### config.mk
export PLATFORM = sky130hd
export DESIGN_NAME = ext_cfg_legalizer
export DESIGN_NICKNAME = d
export VERILOG_FILES = /design/src/rtl/ext_cfg_pkg.sv /design/src/rtl/ext_cfg_ctrl.sv /design/src/rtl/ext_cfg_datapath.sv /design/src/rtl/ext_cfg_legalizer.sv
export SDC_FILE = /design/constraint.sdc
export NUM_CORES = 1
export LEC_CHECK = 0
export ABC_AREA = 1
export BUFFER_PORTS_ARGS = -buffer_cell sky130_fd_sc_hd__buf_2
export CAP_MARGIN = 20
export CORE_ASPECT_RATIO = 0.8
export CORE_MARGIN = 5
export CORE_UTILIZATION = 29
export DETAILED_ROUTE_END_ITERATION = 7
export GPL_TIMING_DRIVEN = 0
export MAX_ROUTING_LAYER = met4
export PLACE_DENSITY = 0.74
export SLEW_MARGIN = 20
export SYNTH_ARGS = -nofsm -noshare
export SYNTH_HDL_FRONTEND = slang
export SYNTH_SLANG_ARGS = --single-unit
### constraint.sdc
create_clock -name clk -period 1.1 [get_ports clk]
set_input_delay 0.22 -clock clk [delete_from_list [all_inputs] [get_ports clk]]
set_output_delay 0.22 -clock clk [all_outputs]
set_load 0.01 [all_outputs]
### src/rtl/ext_cfg_pkg.sv
package ext_cfg_pkg;

  // Bit index of each extension letter: letter minus 'A'.
  localparam int BIT_A = 0;
  localparam int BIT_C = 2;
  localparam int BIT_D = 3;
  localparam int BIT_E = 4;
  localparam int BIT_F = 5;
  localparam int BIT_I = 8;
  localparam int BIT_M = 12;
  localparam int BIT_S = 18;
  localparam int BIT_U = 20;

  // Strobes from control to datapath.
  typedef struct packed {
    logic load;    // commit the candidate value
    logic stripC;  // next address misaligned: drop compressed
  } cfg_strobe_t;

endpackage

### src/rtl/ext_cfg_ctrl.sv
module ext_cfg_ctrl
  import ext_cfg_pkg::*;
(
  input  logic        clk,
  input  logic        rst_n,
  input  logic        wrValid,
  input  logic        featWrEn,
  input  logic        propI,
  input  logic        propE,
  input  logic [1:0]  nextPcLow,
  input  logic        candDiffers,
  output cfg_strobe_t strobes,
  output logic        flushPulse
);

  logic accept;
  logic flushQ;

  // A write survives only if enabled and it names the full base set.
  assign accept = wrValid && featWrEn && propI && !propE;

  always_comb begin
    strobes.load   = accept && candDiffers;
    strobes.stripC = (nextPcLow != 2'b00);
  end

  always_ff @(posedge clk) begin
    if (!rst_n) flushQ <= 1'b0;
    else        flushQ <= strobes.load;
  end

  assign flushPulse = flushQ;

  AST_DROP_WHEN_LOCKED: assert property (@(posedge clk) disable iff (!rst_n)
    (wrValid && !featWrEn) |-> !strobes.load);

  AST_DROP_EMBEDDED: assert property (@(posedge clk) disable iff (!rst_n)
    (wrValid && propE) |-> !strobes.load);

endmodule

### src/rtl/ext_cfg_datapath.sv
module ext_cfg_datapath
  import ext_cfg_pkg::*;
#(
  parameter int              XLEN      = 32,
  parameter logic [XLEN-1:0] RESET_VAL = '0
) (
  input  logic            clk,
  input  logic            rst_n,
  input  logic [XLEN-1:0] wrData,
  input  logic [XLEN-1:0] hartMask,
  input  cfg_strobe_t     strobes,
  output logic [XLEN-1:0] cfgValue,
  output logic            candDiffers
);

  localparam int LOW_W = XLEN - 2;

  function automatic logic [XLEN-1:0] buildImpl();
    logic [XLEN-1:0] m;
    m = '0;
    m[BIT_A] = 1'b1; m[BIT_C] = 1'b1; m[BIT_D] = 1'b1;
    m[BIT_E] = 1'b1; m[BIT_F] = 1'b1; m[BIT_I] = 1'b1;
    m[BIT_M] = 1'b1; m[BIT_S] = 1'b1; m[BIT_U] = 1'b1;
    return m;
  endfunction

  localparam logic [XLEN-1:0] IMPL_MASK = buildImpl();

  logic [XLEN-1:0]  regQ;
  logic [XLEN-1:0]  masked;
  logic [LOW_W-1:0] lowFields;
  logic [XLEN-1:0]  candidate;

  // Per-bit filtering against both masks.
  for (genvar b = 0; b < XLEN; b++) begin : g_mask
    assign masked[b] = wrData[b] & hartMask[b] & IMPL_MASK[b];
  end

  always_comb begin
    lowFields = masked[LOW_W-1:0];
    if (!lowFields[BIT_F]) lowFields[BIT_D] = 1'b0;
    if (strobes.stripC)    lowFields[BIT_C] = 1'b0;
    candidate   = {regQ[XLEN-1:XLEN-2], lowFields};
    candDiffers = (candidate != regQ);
  end

  always_ff @(posedge clk) begin
    if (!rst_n)            regQ <= RESET_VAL;
    else if (strobes.load) regQ <= candidate;
  end

  assign cfgValue = regQ;

  AST_ONLY_IMPLEMENTED: assert property (@(posedge clk) disable iff (!rst_n)
    (regQ[LOW_W-1:0] & ~IMPL_MASK[LOW_W-1:0]) == '0);

  AST_D_NEEDS_F: assert property (@(posedge clk) disable iff (!rst_n)
    regQ[BIT_D] |-> regQ[BIT_F]);

  AST_BASE_FIELD_FIXED: assert property (@(posedge clk) disable iff (!rst_n)
    1'b1 |=> $stable(regQ[XLEN-1:XLEN-2]));

endmodule

### src/rtl/ext_cfg_legalizer.sv
module ext_cfg_legalizer
  import ext_cfg_pkg::*;
#(
  parameter int              XLEN      = 32,
  parameter logic [XLEN-1:0] RESET_VAL = {2'b01, {(XLEN-32){1'b0}}, 30'h0014112D}
) (
  input  logic            clk,
  input  logic            rst_n,
  input  logic            wrValid,
  input  logic [XLEN-1:0] wrData,
  input  logic [XLEN-1:0] hartMask,
  input  logic            featWrEn,
  input  logic [1:0]      nextPcLow,
  output logic [XLEN-1:0] cfgValue,
  output logic            flushPulse
);

  cfg_strobe_t strobes;
  logic        candDiffers;

  ext_cfg_ctrl u_ctrl (
    .clk        (clk),
    .rst_n      (rst_n),
    .wrValid    (wrValid),
    .featWrEn   (featWrEn),
    .propI      (wrData[BIT_I]),
    .propE      (wrData[BIT_E]),
    .nextPcLow  (nextPcLow),
    .candDiffers(candDiffers),
    .strobes    (strobes),
    .flushPulse (flushPulse)
  );

  ext_cfg_datapath #(
    .XLEN     (XLEN),
    .RESET_VAL(RESET_VAL)
  ) u_dp (
    .clk        (clk),
    .rst_n      (rst_n),
    .wrData     (wrData),
    .hartMask   (hartMask),
    .strobes    (strobes),
    .cfgValue   (cfgValue),
    .candDiffers(candDiffers)
  );

  AST_LOCKED_STABLE: assert property (@(posedge clk) disable iff (!rst_n)
    (wrValid && !featWrEn) |=> $stable(cfgValue));

  AST_NO_BASE_STABLE: assert property (@(posedge clk) disable iff (!rst_n)
    (wrValid && !wrData[BIT_I] && !wrData[BIT_E]) |=> $stable(cfgValue));

  AST_EMBEDDED_STABLE: assert property (@(posedge clk) disable iff (!rst_n)
    (wrValid && wrData[BIT_E]) |=> $stable(cfgValue));

  AST_CHANGE_FLUSHES: assert property (@(posedge clk) disable iff (!rst_n)
    (cfgValue != $past(cfgValue)) |-> flushPulse);

  AST_FLUSH_MEANS_CHANGE: assert property (@(posedge clk) disable iff (!rst_n)
    flushPulse |-> (cfgValue != $past(cfgValue)));

  AST_IDLE_STABLE: assert property (@(posedge clk) disable iff (!rst_n)
    !wrValid |=> $stable(cfgValue));

endmodule

==> impl_metrics.py, run 1 <==
metrics = {
    "outcome": {
        "outcome": "complete, but fails checks",
        "violations": "negative setup slack",
    },
    "yosys": {
        "yosys_most_used_dff": "dfxtp_1",
        "synthTopCellsByArea": "dfxtp_1 25%, buf_4 21%, nand2_1 17%",
        "syn_inst": 128,
        "synth-edff-count": 0,
        "yosysTopAreaCellShare_pct": 24.6,
        "ys_ff_latch": 10,
        "synthArstFlopShare_pct": 0,
        "yosys_warnings": 0,
        "avgSynthCellArea_um2": 6.35,
        "synthTopCellsByCount": "36 x nand2_1, 23 x buf_4, 21 x nand3_1, 17 x inv_1, 10 x dfxtp_1",
        "ys_seq_area_share_pct": 24.6,
        "yosysMostFrequentCell": "nand2_1",
        "yosysTopAreaCell": "dfxtp_1",
        "synth_cell_types": 18,
        "synth_area_um2": 813,
    },
    "cells_and_area": {
        "fill_cells": 298,
        "area_growth_pct": 44.5,
        "fin_nets": 258,
        "final_cells": 224,
        "multi_input_area_um2": 484,
        "diodes": 0,
        "register_area_um2": 209,
        "drive_gt1_share_pct": 43.5,
    },
    "pwr": {
        "intPower_mw": 0.622,
        "powerDensity_nw_per_um2": 753,
        "power.switching_mw": 0.263,
        "switching_share_pct": 29.7,
        "power.share.sequential_pct": 43.5,
        "combPwrFrac_pct": 29.0,
        "peakVddDrop_v": 0.000532,
        "p_leak_nw": 0.728,
        "clockPowerShare_pct": 27.5,
    },
    "clocking": {
        "clkSlewWorstSetupHoldPaths_ps": 60,
        "cts.sinks": 10,
        "postCtsHoldBufs": 0,
        "insertion_delay_ps": 260,
        "cts_tree": "yes",
        "htreeDepth": 1,
        "cts_setup_buffers": 0,
        "tritoncts.num_buffers": 3,
        "cts_root_buf": "clkbuf_4",
        "cts_max_path_buffers": 2,
    },
    "routing": {
        "drc": 0,
        "avgViaCountPerCell": 3.82,
        "drt-total-wl_mm": 1.87,
        "drtPass1Iterations": 4,
        "ant_nets": 0,
        "vias": 856,
        "avgRoutedWirePerCell_um": 8.35,
        "drtIter0Drc": 26,
    },
    "sta": {
        "fin_ws_ps": -90.2,
        "rsz0062_at_grt": "yes",
        "final_hold_viol_count": 0,
        "final.setup_skew_ps": 4.22,
        "relSlewSlack_pct": 62.5,
        "tns_ps": -632,
        "maxSlewViolCount": 0,
        "tightest_slew_ps": 560,
        "period_needed_ps": 1190,
        "max_clock_freq_ghz": 0.840,
        "finalCritPeriodShare_pct": 108,
        "setup_viol": 9,
    },
    "grt": {
        "grt_max_degree": 11,
        "antenna_found_initial": 0,
        "grt_pass1_vias": 742,
        "track_usage_pct": 9.85,
        "overflow": 0,
        "grt_pass1_wl_mm": 3.12,
    },
    "floorplanning": {
        "num_rows": 17,
        "die_area_um2": 3970,
        "core_area_um2": 2720,
        "die-height_um": 57.4,
        "die-width_um": 69.2,
        "io_pins": 103,
        "start_util_pct": 29.9,
    },
    "critical_path": {
        "end_kind": "register",
        "worstPathMaxFanout": 5,
        "startpoint_type": "register",
        "required_ps": 1290,
        "crit_type": "register to register",
        "arrival_ps": 1380,
    },
    "worst_hold_path": {
        "hold_class": "input pin to register",
    },
    "placement": {
        "hpwlAfterDp_mm": 1.49,
        "place_inst": 219,
        "post-place-ws_ps": -177,
        "gp_congestion": 0.743,
        "io_buffers": 32,
    },
    "flow_run": {
        "drv_cap": 0,
    },
}
==> sequential cells by signal, indices dropped and copies added, names as in the netlist <==
signal and flops:
u_ctrl.flushPulse 1, u_dp.cfgValue 9
==> layout make-up <==
cell class,instances,share of cell area [%]
clock buffer,3,1.92
buffer,24,15.0
timing repair buffer,32,13.6
multi-input combinational,97,41.2
inverter,20,6.39
sequential,10,17.8
tap,38,4.05
==> cells in the final DEF, fill, tap and decap left out, drive strengths merged <==
| cell | n |
|---|---|
| dfxtp | 10 |
| inv | 20 |
| o21ai | 2 |
| xnor2 | 1 |
| clkbuf | 3 |
| a21oi | 1 |
| buf | 56 |
| nor3 | 1 |
| nand2 | 39 |
| conb | 23 |
| nand3 | 23 |
| nor2 | 7 |
==> layer usage <==
metal  track usage [%]  share of wire (%)  routed length [µm]
met5                 -                  0                   0
met4              2.51               0.27                   5
met3              4.40                 10                 196
met2              14.5                 46                 860
met1              12.2                 43                 808
==> metrics by stage <==
step	cell area (µm²)	power, mW	hold WS (ps)	util [%]
after CTS	1160	0.886	255	42.7
after floorplan	900	0.568	394	-
after global routing	1170	0.944	285	43.2
after global placement	1110	0.635	443	40.7
after detailed placement	1110	0.637	450	40.7
final	1170	0.885	261	43.2
==> what timing repair did <==
action                                  4_1_cts  5_1_grt
gates cloned                                  2        0
endpoints found under the setup margin        9        9
gates resized for setup                       4        4
pin swaps                                     2        1
==> logic make-up after synthesis <==
kind of cell	after synthesis	synth area share [%]
buf+inv	44	30.9
compound gates	3	1.85
simple gates	68	40.6
xor+xnor	1	1.08
other cells	2	0.923
flops	10	24.6
==> power groups by stage <==
stage / Combinational [mW] / Clock [mW] / Sequential (mW)
global route: 0.292 / 0.265 / 0.387
CTS: 0.252 / 0.249 / 0.385
floorplan: 0.170 / 0 / 0.397
detailed placement: 0.244 / 0 / 0.393
finish: 0.257 / 0.243 / 0.385
global placement: 0.242 / 0 / 0.393
==> worst paths after layout <==
kind                                                    start                        endpoint  slack [ps]  cells past startpoint
worst max register to register  u_dp.cfgValue[4]$_SDFFE_PN0P_   u_dp.cfgValue[4]$_SDFFE_PN0P_         -90                      8
worst max-delay path            u_dp.cfgValue[4]$_SDFFE_PN0P_   u_dp.cfgValue[4]$_SDFFE_PN0P_         -90                      8
worst min-delay path                             hartMask[20]  u_dp.cfgValue[20]$_SDFFE_PN1P_         260                      3
worst min register to register  u_dp.cfgValue[4]$_SDFFE_PN0P_   u_dp.cfgValue[4]$_SDFFE_PN0P_         460                      2
==> worst max-delay path: stages, from the launching register on <==
cell and delay, ps:
dfxtp_2 350, nand3_1 70, nand2_1 90, nand2_1 90
nor2_4 160, nand3_4 140, nand2_4 120, nand2_1 50
nor2_1 70
Power figures use the tool's default switching activity.
==> run 2, diff against run 1 <==
--- a/config.mk
+++ b/config.mk
@@ -15,6 +15,7 @@
 export GPL_TIMING_DRIVEN = 0
 export MAX_ROUTING_LAYER = met4
 export PLACE_DENSITY = 0.74
+export SETUP_SLACK_MARGIN = 0.4
 export SLEW_MARGIN = 20
 export SYNTH_ARGS = -nofsm -noshare
 export SYNTH_HDL_FRONTEND = slang
==> run 2 against run 1 <==
  * The flow still finishes with violations (negative setup slack)
  * Clock power fell by 2%
  * Highest routed layer is now met3
  * Via count rose by 3.0%
  * Register-to-register slack got worse by 30 ps
  * Largest power group unchanged
==> impl_metrics.py, run 2 (synthesis gave the netlist of run 1 again) <==
metrics = {
    "outcome": {
        "outcome": "complete, but fails checks",
        "violations": "negative setup slack",
    },
    "cells_and_area": {
        "area_growth_pct": 74.3,
        "register_area_um2": 226,
        "final_cell_mix": "28 x nand2_1, 28 x buf_4, 23 x conb_1, 19 x buf_2",
        "diodes": 0,
        "largest_register_ffs": 9,
        "multi_input_area_um2": 556,
        "fin_area_um2": 1420,
        "drive_gt1_share_pct": 57.3,
        "fin_nets": 264,
        "final_core_util_pct": 52.1,
        "fill_cells": 284,
    },
    "flow_run": {
        "drv_cap": 0,
    },
    "clocking": {
        "cts_root_buf": "clkbuf_4",
        "clkSlewWorstSetupHoldPaths_ps": 60,
        "cts_tree": "yes",
        "cts_max_path_buffers": 2,
        "cts.sinks": 10,
        "insertion_delay_ps": 260,
        "tritoncts.num_buffers": 3,
        "htreeDepth": 1,
        "postCtsHoldBufs": 0,
    },
    "sta": {
        "finalCritPeriodShare_pct": 111,
        "holdWs_ps": 232,
        "max_clock_freq_ghz": 0.822,
        "period_needed_ps": 1220,
        "maxSlewViolCount": 0,
        "final_hold_viol_count": 0,
        "fin_ws_ps": -116,
        "setup_viol": 9,
        "final.setup_skew_ps": 3.07,
        "rsz0062_at_grt": "yes",
    },
    "routing": {
        "ant_nets": 0,
        "drtIter0Drc": 27,
        "avgViaCountPerCell": 3.83,
        "avgRoutedWirePerCell_um": 9.22,
        "vias": 882,
        "drt-total-wl_mm": 2.12,
        "drc": 0,
        "drtPass1Iterations": 2,
    },
    "floorplanning": {
        "start_util_pct": 29.9,
        "die-height_um": 57.4,
        "num_rows": 17,
        "die-width_um": 69.2,
        "die_area_um2": 3970,
        "core_area_um2": 2720,
        "io_pins": 103,
    },
    "critical_path": {
        "worstPathMaxFanout": 5,
        "r2r_slack_ps": -120,
        "crit_type": "register to register",
        "required_ps": 1290,
        "end_kind": "register",
        "r2r_cells": 9,
        "arrival_ps": 1410,
        "r2r_start": "u_dp.cfgValue[5]$_SDFFE_PN1P_",
        "startpoint_type": "register",
        "crit_end": "u_dp.cfgValue[2]$_SDFFE_PN1P_",
        "r2r-end": "u_dp.cfgValue[2]$_SDFFE_PN1P_",
        "critical_path.startpoint": "u_dp.cfgValue[5]$_SDFFE_PN1P_",
    },
    "pwr": {
        "power_mw": 0.932,
        "powerDensity_nw_per_um2": 658,
        "p_leak_nw": 0.804,
        "peakVddDrop_v": 0.000560,
    },
    "grt": {
        "track_usage_pct": 10.4,
        "grt_max_degree": 9,
        "antenna_found_initial": 0,
        "grt_pass1_wl_mm": 3.24,
        "grt_pass1_vias": 750,
        "overflow": 0,
    },
    "placement": {
        "gp_congestion": 0.757,
        "placed_area_um2": 1130,
        "io_buffers": 32,
        "hpwlAfterDp_mm": 1.47,
    },
    "worst_hold_path": {
        "hold_class": "input pin to register",
    },
}
[run 2: cell types whose count changed in the layout (fill, tap and decap cells not counted), moves of 4 or more]
cell | previous run | this run
inv_1 | 16 | 12
nand3_2 | 3 | 9
buf_4 | 23 | 28
nand3_1 | 19 | 12
dfxtp_4 | 0 | 6
dfxtp_2 | 7 | 3
buf_6 | 0 | 12
nand2_2 | 2 | 8
nand2_1 | 35 | 28
buf_2 | 32 | 19
[run 2: power breakdown]
part / leakage, nW / internal [mW] / total (mW) / switching (mW)
Combinational: 0.710 / 0.161 / 0.316 / 0.155
Clock: 0.0138 / 0.126 / 0.237 / 0.112
Sequential: 0.0807 / 0.365 / 0.378 / 0.0137
Total: 0.804 / 0.651 / 0.932 / 0.281
[run 2: worst min-delay path by stage]
stage                                  startpoint                              to  slack, ps  depth (start not counted)
finish                               hartMask[20]  u_dp.cfgValue[20]$_SDFFE_PN1P_        230                          3
global route                         hartMask[20]  u_dp.cfgValue[20]$_SDFFE_PN1P_        240                          3
CTS                                  hartMask[20]  u_dp.cfgValue[20]$_SDFFE_PN1P_        220                          3
detailed placement  u_dp.cfgValue[4]$_SDFFE_PN0P_   u_dp.cfgValue[4]$_SDFFE_PN0P_        450                          2
global placement    u_dp.cfgValue[4]$_SDFFE_PN0P_   u_dp.cfgValue[4]$_SDFFE_PN0P_        450                          2
floorplan                            hartMask[20]  u_dp.cfgValue[20]$_SDFFE_PN1P_        390                          2
[run 2: area by class of cell]
type                       count  area share, %
sequential                    10           16.0
multi-input combinational     97           39.2
inverter                      20           6.35
timing repair buffer          38           21.0
buffer                        24           12.5
clock buffer                   3           1.59
tap                           38           3.35
[run 2: through the flow]
step                      instances  TNS [ps]  worst slack [ps]
final                           230      -896              -116
after global routing            230     -1760              -216
after CTS                       226      -552             -69.9
after detailed placement        219     -1740              -188
after global placement          219     -1640              -181
after floorplan                 149         0              11.4
[run 2: routing by layer]
layer  global-route usage, %  share of wire, %
met1                    11.8                41
met2                    16.7                51
met3                    5.28               7.7
met4                    1.67                 0
met5                       -                 0
[run 2: timing repair]
item                       in CTS  in global routing
setup endpoints to repair      20                 20
pin swaps                       6                  8
setup buffers                   2                  4
resized for setup              19                 33
gates cloned                    2                  0
[run 2: worst max-delay path, stage by stage (launching register included)]
cell and delay (ps):
dfxtp_4 360, inv_2 50, nand2_2 50, nand2_2 60, nand3_2 90, nor2_4 180, nand3_4 130, nand2_4 110
nand2_1 50, nand3_1 70
